File: config.mk
export PLATFORM = sky130hd
export DESIGN_NAME = par_pred_adder
export DESIGN_NICKNAME = d
export VERILOG_FILES = /design/src/rtl/ppa_pkg.sv /design/src/rtl/ppa_main_adder.sv /design/src/rtl/ppa_carry_shadow.sv /design/src/rtl/ppa_parity_pred.sv /design/src/rtl/par_pred_adder.sv
export SDC_FILE = /design/constraint.sdc
export NUM_CORES = 1
export LEC_CHECK = 0
export BUFFER_PORTS_ARGS = -buffer_cell sky130_fd_sc_hd__buf_2
export CORE_MARGIN = 2
export CORE_UTILIZATION = 53
export CTS_BUF_LIST = sky130_fd_sc_hd__clkbuf_4
export DETAILED_ROUTE_END_ITERATION = 16
export PLACE_DENSITY = 0.83
export REMOVE_ABC_BUFFERS = 1
export SYNTH_ARGS = -nofsm -noshare
export SYNTH_HDL_FRONTEND = slang
export SYNTH_SLANG_ARGS = --single-unit
export TNS_END_PERCENT = 1
File: constraint.sdc
create_clock -name clk -period 0.84 [get_ports clk]
set_input_delay 0.084 -clock clk [delete_from_list [all_inputs] [get_ports clk]]
set_output_delay 0.084 -clock clk [all_outputs]
set_load 0.02 [all_outputs]
File: src/rtl/ppa_pkg.sv
package ppa_pkg;
  // A dual-rail pair is a code word when its two rails disagree.
  function automatic logic pair_is_code(input logic [1:0] pr);
    return pr[1] ^ pr[0];
  endfunction

  // Majority of three bits: the carry out of a full-adder cell.
  function automatic logic maj3(input logic x, input logic y, input logic z);
    return (x & y) | (x & z) | (y & z);
  endfunction
endpackage

File: src/rtl/ppa_main_adder.sv
module ppa_main_adder #(
  parameter int W = 8,
  localparam int PW = (W > 1) ? $clog2(W) : 1
) (
  input  logic [W-1:0]  a,
  input  logic [W-1:0]  b,
  input  logic          cin,
  input  logic          flt_en,
  input  logic [PW-1:0] flt_pos,
  input  logic          flt_val,
  output logic [W-1:0]  s,
  output logic          cout
);
  logic [W:0]   c_raw;
  logic [W-1:0] c_eff;

  assign c_raw[0] = cin;

  // Ripple chain; each cell may have its incoming carry overridden.
  for (genvar i = 0; i < W; i++) begin : g_cell
    assign c_eff[i]   = (flt_en && flt_pos == PW'(i)) ? flt_val : c_raw[i];
    assign s[i]       = a[i] ^ b[i] ^ c_eff[i];
    assign c_raw[i+1] = ppa_pkg::maj3(a[i], b[i], c_eff[i]);
  end

  assign cout = c_raw[W];
endmodule

File: src/rtl/ppa_carry_shadow.sv
module ppa_carry_shadow #(
  parameter int W = 8
) (
  input  logic [W-1:0] a,
  input  logic [W-1:0] b,
  input  logic         cin,
  output logic [W-1:0] carries,
  output logic         cout
);
  // Generate/propagate form, built apart from the main chain.
  logic [W-1:0] gen;
  logic [W-1:0] prop;
  logic [W:0]   cc;

  assign gen  = a & b;
  assign prop = a | b;
  assign cc[0] = cin;

  for (genvar i = 0; i < W; i++) begin : g_gp
    assign cc[i+1] = gen[i] | (prop[i] & cc[i]);
  end

  assign carries = cc[W-1:0];
  assign cout    = cc[W];
endmodule

File: src/rtl/ppa_parity_pred.sv
module ppa_parity_pred #(
  parameter int W = 8
) (
  input  logic         pa,
  input  logic         pb,
  input  logic [W-1:0] carries,
  output logic         pred_n
);
  // XOR tree over the shadow carries, then the result is inverted.
  logic [W-1:0] acc;

  assign acc[0] = carries[0];
  for (genvar i = 1; i < W; i++) begin : g_tree
    assign acc[i] = acc[i-1] ^ carries[i];
  end

  assign pred_n = ~(pa ^ pb ^ acc[W-1]);
endmodule

File: src/rtl/par_pred_adder.sv
module par_pred_adder #(
  parameter int W = 8,
  localparam int PW = (W > 1) ? $clog2(W) : 1
) (
  input  logic          clk,
  input  logic          rst_n,
  input  logic          in_valid,
  input  logic [W-1:0]  op_a,
  input  logic          op_a_par,
  input  logic [W-1:0]  op_b,
  input  logic          op_b_par,
  input  logic          carry_in,
  input  logic          flt_en,
  input  logic [PW-1:0] flt_pos,
  input  logic          flt_val,
  output logic          out_valid,
  output logic [W-1:0]  sum,
  output logic          sum_par,
  output logic          carry_out,
  output logic [1:0]    chk_pair
);
  logic [W-1:0] main_sum;
  logic         main_cout;
  logic [W-1:0] shadow_c;
  logic         shadow_cout;
  logic         pred_n;
  logic         operands_ok;
  logic         ok_q;
  logic         flt_q;

  ppa_main_adder #(.W(W)) u_main (
    .a(op_a), .b(op_b), .cin(carry_in),
    .flt_en(flt_en), .flt_pos(flt_pos), .flt_val(flt_val),
    .s(main_sum), .cout(main_cout)
  );

  ppa_carry_shadow #(.W(W)) u_shadow (
    .a(op_a), .b(op_b), .cin(carry_in),
    .carries(shadow_c), .cout(shadow_cout)
  );

  ppa_parity_pred #(.W(W)) u_pred (
    .pa(op_a_par), .pb(op_b_par), .carries(shadow_c), .pred_n(pred_n)
  );

  // Named event for the assertions: operand parity bits match their data.
  assign operands_ok = ((^op_a) == op_a_par) && ((^op_b) == op_b_par);

  always_ff @(posedge clk or negedge rst_n) begin
    if (!rst_n) begin
      out_valid <= 1'b0;
      sum       <= '0;
      sum_par   <= 1'b0;
      carry_out <= 1'b0;
      chk_pair  <= 2'b01;
      ok_q      <= 1'b1;
      flt_q     <= 1'b0;
    end else begin
      out_valid <= in_valid;
      if (in_valid) begin
        sum       <= main_sum;
        sum_par   <= ^main_sum;
        carry_out <= main_cout;
        chk_pair  <= {^main_sum, pred_n};
        ok_q      <= operands_ok;
        flt_q     <= flt_en;
      end
    end
  end

  // good operands with no injected fault give a dual-rail code word.
  p_pair_code_r3: assert property (@(posedge clk) disable iff (!rst_n)
    (out_valid && ok_q && !flt_q) |-> ppa_pkg::pair_is_code(chk_pair));

  // a bad operand parity bit makes the pair a non-code word.
  p_bad_operand_r5: assert property (@(posedge clk) disable iff (!rst_n)
    (out_valid && !ok_q && !flt_q) |-> !ppa_pkg::pair_is_code(chk_pair));

  // the separate carry networks agree on the carry-out when no fault is injected.
  p_shadow_agree_r4: assert property (@(posedge clk) disable iff (!rst_n)
    !flt_en |-> (main_cout == shadow_cout));

  // out_valid follows in_valid by one cycle.
  p_valid_lat_r6: assert property (@(posedge clk) disable iff (!rst_n)
    in_valid |=> out_valid);

  // after an idle cycle the results hold.
  p_hold_r6: assert property (@(posedge clk) disable iff (!rst_n)
    !in_valid |=> (!out_valid && $stable(sum) && $stable(chk_pair) && $stable(carry_out)));

  // the registered parity matches the registered sum.
  p_sum_par_r2: assert property (@(posedge clk) disable iff (!rst_n)
    out_valid |-> (sum_par == ^sum));
endmodule

== Yosys cells after proc, flatten, opt, wreduce, memory -nomap -nowiden ==
Cells that the tools add are included.
Word-level totals
  flip-flop bits (word level): 13
  input bits: 27
  output and inout bits: 13
  word-level logic and storage cells: 112
Cells by class
  eq/ne operators: 7
  multiplexer cells: 8
  bitwise logic cells: 82
  reductions and logical operators: 10
Operators with widths (count)
  $and 1x1->1: 31
  $xor 1x1->1: 25
  $or 1x1->1: 23
  $eq 3x3->1 const B: 4
  $logic_and 1x1->1: 8
  $mux 1: 8
  $reduce_xor 8->1: 1
  $and 7x7->7: 1
  $or 7x7->7: 1
  $eq 3x2->1 const B: 2
  $eq 3x1->1 const B: 1
  $logic_not 3->1: 1
  $not 1->1: 1

== Longest topological paths before layout ==
Gate-level depths: netlist of run 1.
  depth after elaboration: 34
  gate-level depth with buffers: 25
  depth with buffers taken out: 25

== Hierarchy ==
A second synthesis of run 1 with hierarchy kept.
Unflattened totals
  cells, all modules: 92
  area, all modules: 1107.3 µm²
By module, submodules not included
  par_pred_adder: times used 1, cells an instance 33, area an instance 496.7 µm², seq. area each 301.5 µm²
  ppa_main_adder: times used 1, cells an instance 28, area an instance 360.3 µm², seq. area each 0.0 µm²
  ppa_carry_shadow: times used 1, cells an instance 23, area an instance 166.4 µm², seq. area each 0.0 µm²
  ppa_parity_pred: times used 1, cells an instance 8, area an instance 83.8 µm², seq. area each 0.0 µm²

== Least setup slack after synthesis of run 1 ==
No wires, ideal clock.
  kind: input to register
  from: in flt_pos[2]
  to: reg sum_par
  library setup time: 123 ps
  arrival: 4629 ps
  required time: 717 ps
  slack: -3912 ps
  stages on the path: 25
  buffers on the path: 0
  cells stage by stage: nand2b_1 nor3_1 mux2i_1 fa_1 nor2_1 a21oi_1 fa_1 o21ai_0 fa_1 mux2i_1 fa_1 nor2_1 a21oi_1 fa_1 nand2_1 o21ai_0 fa_1 a21oi_1 fa_1 mux2i_1 fa_1 xnor2_1 xnor2_1 xnor2_1 a21oi_1
Between the ends
  word-level cells in the longest chain between the ends: 33
  elaborated cells between the ends (all ways): 61
  classes of those cells: 7 x eq/ne; 8 x mux; 36 x bitwise; 10 x reduce/logical
Ends and longest elaborated chain
  from (decl): RTL line par_pred_adder.sv:14  | input logic [PW-1:0] flt_pos,
  $logic_not 3->1: RTL line ppa_main_adder.sv:21  | assign c_eff[i] = (flt_en && flt_pos == PW'(i)) ? flt_val : c_raw[i];
  $logic_and 1x1->1: RTL line ppa_main_adder.sv:21
  $mux 1: RTL line ppa_main_adder.sv:21
  $and 1x1->1: RTL line ppa_pkg.sv:9  | return (x & y) | (x & z) | (y & z);
  $or 1x1->1 (2 in series): RTL line ppa_pkg.sv:9
  $mux 1: RTL line ppa_main_adder.sv:21
  $and 1x1->1: RTL line ppa_pkg.sv:9
  $or 1x1->1 (2 in series): RTL line ppa_pkg.sv:9
  (+13 left out)
  $and 1x1->1: RTL line ppa_pkg.sv:9
  $or 1x1->1 (2 in series): RTL line ppa_pkg.sv:9
  $mux 1: RTL line ppa_main_adder.sv:21
  $and 1x1->1: RTL line ppa_pkg.sv:9
  $or 1x1->1 (2 in series): RTL line ppa_pkg.sv:9
  $mux 1: RTL line ppa_main_adder.sv:21
  $xor 1x1->1: RTL line ppa_main_adder.sv:22  | assign s[i] = a[i] ^ b[i] ^ c_eff[i];
  $reduce_xor 8->1 *: RTL line par_pred_adder.sv:62  | sum_par <= ^main_sum;
  to (signal assigned): RTL line par_pred_adder.sv:62
  to (decl): RTL line par_pred_adder.sv:18  | output logic sum_par,
Mark *: on every way between the ends. The rest lies on a longest branch, timed or not.
A chain may end at the register's enable or synchronous reset.

== Worst setup path after layout of run 1 ==
Ends and elaborated chain as after synthesis.

==> results.md, run 1 <==
| Step | Item | This run |
|---|---|---|
| outcome | Status | complete, but fails checks |
| outcome | Violated checks | negative setup slack |
| synthesis | Synthesized flop and latch total | 12 |
| critical path | CP max FO | 2 |
| flow run | Max-cap violations | 0 |
| routing | Average routed wire per standard cell | 15.34 µm |
| power and ir drop | Areal power density over the cells | 1466 nW/µm² |
| sta | Maximum frequency from static timing analysis | 215.5 MHz |
| synthesis | Top FF cell, synth | sky130_fd_sc_hd__dfrtp_1 |
| place | Port buffer count | 39 |
| routing | Antenna violation net count after detailed routing | 0 |
| power and ir drop | Maximum ir drop on the vdd rail | 1.170 mV |
| synthesis | Synthesized-area fraction occupied by ao, oa, aoi and oai cells | 0.1250 |
| clocking | Clock sink count | 12 |
| finish | Share of post-route cells with drive strength above 1 | 0.5185 |
| synthesis | Post-synthesis share of cell area spent on full adders, half adders and majority gates | 0.2680 |
| synthesis | Count of mapped cells out of synthesis | 138 |
| worst hold path | Hold Path Class | primary input to flip-flop |
| synthesis | Sequential fraction of the synthesis area | 0.2410 |
| die | Die outline width | 52.59 µm |
| synthesis | Number of distinct library cells after synthesis | 29 |
| finish | Commonest non-fill, non-tap cells in the layout | sky130_fd_sc_hd__buf_4, sky130_fd_sc_hd__buf_2, sky130_fd_sc_hd__inv_1, sky130_fd_sc_hd__ha_1, sky130_fd_sc_hd__nand2_1 |
| routing | Routed via count | 1301 |
| sta | Final Hold Vio Count | 0 |
| finish | Nets | 266 |
| global routing | Maximum number of pins on one net before global-route repair | 15 |
| clocking | Clock tree from TritonCTS | built |
| routing | Via density | 5.332 |
| synthesis | Top post-synthesis cells by area | sky130_fd_sc_hd__dfrtp_1, sky130_fd_sc_hd__ha_1, sky130_fd_sc_hd__fa_1, sky130_fd_sc_hd__xnor2_1, sky130_fd_sc_hd__inv_1 |
| die | Initial cell density of the core | 0.5656 |
| synthesis | Share of cell area taken by muxes after synthesis | 0.07400 |
| die | Number of standard-cell rows in the floorplan | 17 |
| critical path | Critical path required time | 1.00 ns |
| power and ir drop | Total Power | 2.822 mW |
| synthesis | Async SR Flop Fraction | 1.000 |
| synthesis | Xor and xnor area share after synthesis | 0.06300 |
| finish | Most common cell after layout, fill and taps aside | sky130_fd_sc_hd__buf_4 |
| critical path | Worst Path Arrival | 4.80 ns |
| die | IO Pins | 40 |
| clocking | Maximum buffer depth of the clock tree | 2 |
| die | Placeable core region | 2212 µm² |
| sta | Max-slew violation count | 0 |
| critical path | Sort of element at the end of the critical path | flip-flop |
| finish | Area growth from synthesis to layout | 53.80% |
| synthesis | Simple-Gate Fraction of Synth Area | 0.1600 |
| sta | Final critical-path share of the clock period | 5.525 |
| critical path | Class of the most critical setup path | primary input to flip-flop |
| global routing | Wire length of the first global-routing pass | 5112 µm |
| die | Floorplan die height | 52.59 µm |
| routing | Routed wire length | 3744 µm |
| sta | Setup repair after global routing missed its margin | true |
| sta | Total Negative Setup Slacks | -23.51 ns |
| synthesis | Area share of the largest cell type after synthesis | 0.2200 |
| sta | Max-Slew Margin vs Limit | 0.7071 |
| routing | First-iteration detailed-routing DRC count | 22 |
| routing | Iteration count of the initial detailed-routing pass | 4 |
| die | Die footprint | 2765 µm² |
| synthesis | Syn_area_per_cell | 9.067 µm² |
| synthesis | Cell accounting for the most synthesized area | sky130_fd_sc_hd__dfrtp_1 |
| sta | Hold Worst Slack | 0.01542 ns |
| global routing | Number of global-route vias before repair | 1257 |
| routing | Count of unresolved DRC violations after routing | 0 |
| finish | N_diodes | 0 |
| clocking | Inserted Clock Buffers | 3 |
| synthesis | Number of enable-type register cells in the synthesized netlist | 0 |
| clocking | Reg clk slew, reported paths | 0.07 ns |
| global routing | Overall fraction of global-route tracks in use | 0.2560 |
| clocking | Buffer cell driving the clock tree root | sky130_fd_sc_hd__clkbuf_4 |
| sta | Slew at the pin closest to its max-slew limit | 0.4384 ns |
| sta | Worst setup skew after layout | 0 ns |
| place | GP Congestion | 0.7973 |
| global routing | Residual overflow from global routing | 0 |
| synthesis | Cell Area, Synth | 1251 µm² |
| global routing | Number of antenna violations at the first check in global routing | 0 |
| sta | Finish-stage setup viols | 24 |
| synthesis | Total number of yosys warnings | 0 |
| power and ir drop | Lkg Pwr | 0.9742 nW |
| clocking | H-tree depth | 1 |
| sta | Post-route worst setup slack | -3.801 ns |
| clocking | Worst skew pair latency | 0.27 ns |
| critical path | Critical path startpoint category | primary input |
| sta | Final Critical Period | 4.641 ns |
| synthesis | Largest family of logic cells by synthesized area | adder cells |
| place | HPWL after detailed placement | 2717 µm |
## final cells by class
type                       count  area [µm²]
inverter                      19       71.32
tap                           28       35.03
sequential                    12       301.5
fill                         125       287.8
clock buffer                   4       30.03
timing repair buffer          77       520.5
multi-input combinational    104       965.9
## metrics by stage
step | cell area (µm²) | instances | utilization | setup WS, ns
final | 1924 | 244 | 0.8699 | -3.801
after global routing | 1924 | 244 | 0.8699 | -4.017
after CTS | 1829 | 244 | 0.8269 | -3.750
after detailed placement | 1744 | 239 | 0.7885 | -4.444
after global placement | 1744 | 239 | 0.7885 | -4.169
after floorplan | 1236 | 135 | - | -3.880
## worst paths after layout
path / start / endpoint / slack [ns] / depth (start not counted)
min: in_valid / out_valid / 0.02 / 1
max in group asynchronous: rst_n / chk_pair[0] / 0.34 / 2
max reg2reg: sum[2] / sum[2] / 0.05 / 1
min reg2reg: sum[3] / sum[3] / 0.48 / 2
min in group asynchronous: rst_n / sum_par / 0.23 / 2
max: flt_pos[2] / sum_par / -3.80 / 26
## timing repair
action | in CTS | in global routing
pin swaps | 7 | 11
setup endpoints to repair | 24 | 24
hold buffers | 1 | 0
gates resized for setup | 16 | 31
setup buffers | 0 | 0
hold endpoints to repair | 12 | 0
## kinds of logic (layout without fill, tap and decap cells)
logic type / Yosys count / after routing
xor+xnor: 9 / 9
simple gates: 39 / 39
buf+inv: 22 / 100
fa+ha+maj: 22 / 22
flops: 12 / 12
compound gates: 25 / 25
mux: 9 / 9
## critical path, cell delays in order
cell                       delay [ns]
sky130_fd_sc_hd__buf_6           0.09
sky130_fd_sc_hd__nand2b_4        0.15
sky130_fd_sc_hd__nor3_4          0.15
sky130_fd_sc_hd__mux2i_2         0.10
sky130_fd_sc_hd__fa_2            0.34
sky130_fd_sc_hd__nor2_2          0.12
sky130_fd_sc_hd__a21oi_2         0.05
sky130_fd_sc_hd__fa_2            0.35
sky130_fd_sc_hd__o21ai_2         0.15
sky130_fd_sc_hd__fa_2            0.22
sky130_fd_sc_hd__mux2i_2         0.09
sky130_fd_sc_hd__fa_2            0.35
sky130_fd_sc_hd__nor2_2          0.12
sky130_fd_sc_hd__a21oi_2         0.05
sky130_fd_sc_hd__fa_2            0.35
sky130_fd_sc_hd__nand2_2         0.07
sky130_fd_sc_hd__o21ai_2         0.06
sky130_fd_sc_hd__fa_2            0.35
sky130_fd_sc_hd__a21oi_2         0.16
sky130_fd_sc_hd__fa_2            0.22
sky130_fd_sc_hd__mux2i_2         0.07
sky130_fd_sc_hd__fa_2            0.57
sky130_fd_sc_hd__xnor2_2         0.12
sky130_fd_sc_hd__xnor2_1         0.15
sky130_fd_sc_hd__xnor2_1         0.16
sky130_fd_sc_hd__a21oi_1         0.09
## layer usage
layer	share of wire	GRT usage	vias up
li1	-	-	607
met1	0.35	0.2581	607
met2	0.57	0.5292	71
met3	0.047	0.008571	16
met4	0.034	0.1068	0
met5	0	0	-
## power breakdown
part	internal [mW]	switching [mW]	leakage (nW)
Clock	0.216	0.174	0.0184
Sequential	0.717	0.0778	0.142
Combinational	0.797	0.840	0.814
## cell usage after synthesis (2+ instances only)
master and count:
sky130_fd_sc_hd__nor3b_1 2, sky130_fd_sc_hd__nand2_1 13, sky130_fd_sc_hd__a211oi_1 2, sky130_fd_sc_hd__nor3_1 3, sky130_fd_sc_hd__inv_1 19, sky130_fd_sc_hd__xnor2_1 9, sky130_fd_sc_hd__a21o_1 2, sky130_fd_sc_hd__ha_1 14
sky130_fd_sc_hd__clkbuf_1 2, sky130_fd_sc_hd__nand2b_1 4, sky130_fd_sc_hd__dfrtp_1 11, sky130_fd_sc_hd__mux2i_1 7, sky130_fd_sc_hd__o21ai_0 10, sky130_fd_sc_hd__nand4b_1 2, sky130_fd_sc_hd__nor2b_1 4, sky130_fd_sc_hd__nor2_1 8
sky130_fd_sc_hd__fa_1 8, sky130_fd_sc_hd__mux2_2 2, sky130_fd_sc_hd__a21oi_1 6
## registers in the layout (all words and copies together) (netlist names)
signal,cells
chk_pair,1
out_valid,1
sum,8
sum_par,1
carry_out,1
(Power assumes the default switching activity.)
==> run 2: changes to the inputs <==
Settings changed: SETUP_SLACK_MARGIN from default to 0.5.
==> results.md, run 2 (synthesis gave the netlist of run 1 again) <==
| Step | Item | This run | Delta |
|---|---|---|---|
| clocking | Maximum buffer depth of the clock tree | 2 | unchanged |
| sta | Max-Slew Margin vs Limit | 0.7071 | unchanged |
| finish | FF/Latch Area | 301.5 µm² | unchanged |
| clocking | Reg clk slew, reported paths | 0.07 ns | about the same |
| critical path | Beginning of the worst register-to-register path | sum[2] |  |
| global routing | Maximum number of pins on one net before global-route repair | 15 | unchanged |
| global routing | Overall fraction of global-route tracks in use | 0.2548 | -0.001202 |
| finish | Flip-flop count of the largest register after layout | 8 | unchanged |
| worst hold path | Hold Path Class | primary input to asynchronous set/reset pin |  |
| power and ir drop | Lkg Pwr | 0.9700 nW | -0.43% |
| clocking | Inserted Clock Buffers | 3 | unchanged |
| routing | Via density | 5.337 | +0.10% |
| sta | Final Critical Period | 4.641 ns | +0.0001000 ns |
| outcome | Violated checks | negative hold slack, negative setup slack |  |
| finish | Multi-input logic area | 965.9 µm² | unchanged |
| critical path | Cell repeated most along the worst path | sky130_fd_sc_hd__fa_2 |  |
| power and ir drop | Internal power summed over all cells | 1.727 mW | -0.18% |
| sta | Max-slew violation count | 0 | unchanged |
| routing | Routed wire length | 3723 µm | -0.56% |
| die | Initial cell density of the core | 0.5656 | unchanged |
| flow run | Max-cap violations | 0 | unchanged |
| sta | Setup repair after global routing missed its margin | true |  |
| sta | Total Negative Setup Slacks | -23.50 ns | +0.006100 ns |
| global routing | Wire length of the first global-routing pass | 5092 µm | -0.39% |
| sta | Final critical-path share of the clock period | 5.525 | about the same |
| critical path | Critical path startpoint category | primary input |  |
| critical path | Worst Path Arrival | 4.80 ns | about the same |
| place | GP Congestion | 0.7973 | unchanged |
| critical path | CP max FO | 2 | unchanged |
| die | Die footprint | 2765 µm² | unchanged |
| routing | Routed via count | 1297 | -0.31% |
| critical path | Critical path startpoint | flt_pos[2] |  |
| die | Placeable core region | 2212 µm² | unchanged |
| die | Floorplan die height | 52.59 µm | unchanged |
| power and ir drop | Part of the total power dissipated in the clock network | 0.139 | about the same |
| finish | Most common cell after layout, fill and taps aside | sky130_fd_sc_hd__buf_4 |  |
| sta | Post-route worst setup slack | -3.801 ns | -0.0001000 ns |
| clocking | H-tree depth | 1 | unchanged |
| critical path | Buf+Inv Stages, Crit Path | 1 | unchanged |
| finish | N_diodes | 0 | unchanged |
| power and ir drop | Portion of total power attributed to sequential cells | 0.282 | about the same |
| finish | Commonest non-fill, non-tap cells in the layout | sky130_fd_sc_hd__buf_4, sky130_fd_sc_hd__buf_2, sky130_fd_sc_hd__inv_1, sky130_fd_sc_hd__ha_1, sky130_fd_sc_hd__nand2_1 |  |
| sta | Final Hold Vio Count | 12 | +12 |
| finish | FILL cells | 127 | +1.6% |
| critical path | Largest delay contributor family on the critical path | adder cells |  |
| routing | Iteration count of the initial detailed-routing pass | 4 | unchanged |
| sta | Maximum frequency from static timing analysis | 215.5 MHz | about the same |
| global routing | Number of antenna violations at the first check in global routing | 0 | unchanged |
| routing | First-iteration detailed-routing DRC count | 22 | unchanged |
| routing | Average routed wire per standard cell | 15.32 µm | -0.15% |
| finish | Nets | 265 | -0.38% |
| sta | Slew at the pin closest to its max-slew limit | 0.4384 ns | unchanged |
| clocking | Buffer cell driving the clock tree root | sky130_fd_sc_hd__clkbuf_4 |  |
| sta | Hold Worst Slack | -0.3287 ns | -0.3441 ns |
| critical path | Cell type of the slowest stage on the worst timing path | sky130_fd_sc_hd__fa_2 |  |
| power and ir drop | Areal power density over the cells | 1471 nW/µm² | +0.33% |
| finish | Post-Route Utilization | 0.8654 | -0.004525 |
| routing | Count of unresolved DRC violations after routing | 0 | unchanged |
| place | HPWL after detailed placement | 2717 µm | unchanged |
| die | IO Pins | 40 | unchanged |
| clocking | Worst skew pair latency | 0.27 ns | about the same |
| routing | Antenna violation net count after detailed routing | 0 | unchanged |
| die | Die outline width | 52.59 µm | unchanged |
| outcome | Status | complete, but fails checks |  |
| place | Placed Instances | 239 | unchanged |
| critical path | Sort of element at the end of the critical path | flip-flop |  |
| clocking | Clock tree from TritonCTS | built |  |
| global routing | Number of global-route vias before repair | 1251 | -0.48% |
| finish | Area growth from synthesis to layout | 53.00% |  |
| power and ir drop | Maximum ir drop on the vdd rail | 1.166 mV | -0.28% |
| critical path | Critical Path Max Stage Delay | 0.57 ns | about the same |
| die | Number of standard-cell rows in the floorplan | 17 | unchanged |
| critical path | Critical path required time | 1.00 ns | about the same |
| place | Port buffer count | 39 | unchanged |
| power and ir drop | Power share of the combinational group | 0.580 | about the same |
| critical path | Class of the most critical setup path | primary input to flip-flop |  |
| clocking | Post-CTS setup buffer count | 0 | unchanged |
| power and ir drop | Net switching share of the total power | 0.3867 | about the same |
| clocking | Clock sink count | 12 | unchanged |
| finish | Final Instance Count excl. Fillers | 243 | -0.41% |
| power and ir drop | Switching Power | 1.089 mW | -0.20% |
| global routing | Residual overflow from global routing | 0 | unchanged |
| finish | Register ranked first by flip-flop count | sum |  |
| finish | Share of post-route cells with drive strength above 1 | 0.5209 | +0.002412 |
| sta | Finish-stage setup viols | 24 | unchanged |
| sta | Worst setup skew after layout | 0 ns | unchanged |
[run 2: cell count changes in the layout (fill, tap and decap cells not counted), sizes merged]
cell         previous run  this run
dlygate4sd3             1         0
[run 2: power groups by stage]
stage	registers (mW)	clock network, mW	logic (mW)
final	0.794	0.391	1.63
after CTS	0.786	0.405	1.46
after global routing	0.810	0.416	1.76
after global placement	0.785	0	1.32
after floorplan	0.986	0	0.658
after detailed placement	0.794	0	1.41
[run 2: worst paths after layout]
path,endpoint,slack [ns],cells past startpoint
max in group asynchronous,chk_pair[0],0.90,1
hold reg to reg,sum[3],0.48,2
setup / recovery,sum_par,-3.80,26
min in group clk,out_valid,0.02,1
setup reg to reg,sum[2],0.05,1
hold / removal,sum_par,-0.33,1
[run 2: routing by layer]
layer	share of wire	up-vias	track usage
li1	-	606	-
met1	0.35	604	0.2581
met2	0.57	71	0.5250
met3	0.047	16	0.008571
met4	0.034	0	0.1068
met5	0	-	0
[run 2: through the flow]
step / instance area (µm²) / setup slack (ns) / total power [mW]
after global placement: 1744 / -4.169 / 2.106
after floorplan: 1236 / -3.880 / 1.644
final: 1914 / -3.801 / 2.817
after CTS: 1819 / -3.750 / 2.653
after detailed placement: 1744 / -4.444 / 2.201
after global routing: 1914 / -4.017 / 2.989
[run 2: what timing repair did]
| item | CTS | global route |
|---|---|---|
| gates cloned | 0 | 0 |
| resized for setup | 16 | 31 |
| hold endpoints to repair | 12 | 12 |
| endpoints found under the setup margin | 24 | 24 |
| pin swaps | 7 | 11 |
[run 2: area by class of cell]
cell class,count,share of cell area
repair buffers,76,0.2667
multi-input cells,104,0.5046
inverters,19,0.03725
clock buffers,4,0.01569
well taps,28,0.01830
flip-flops and latches,12,0.1575
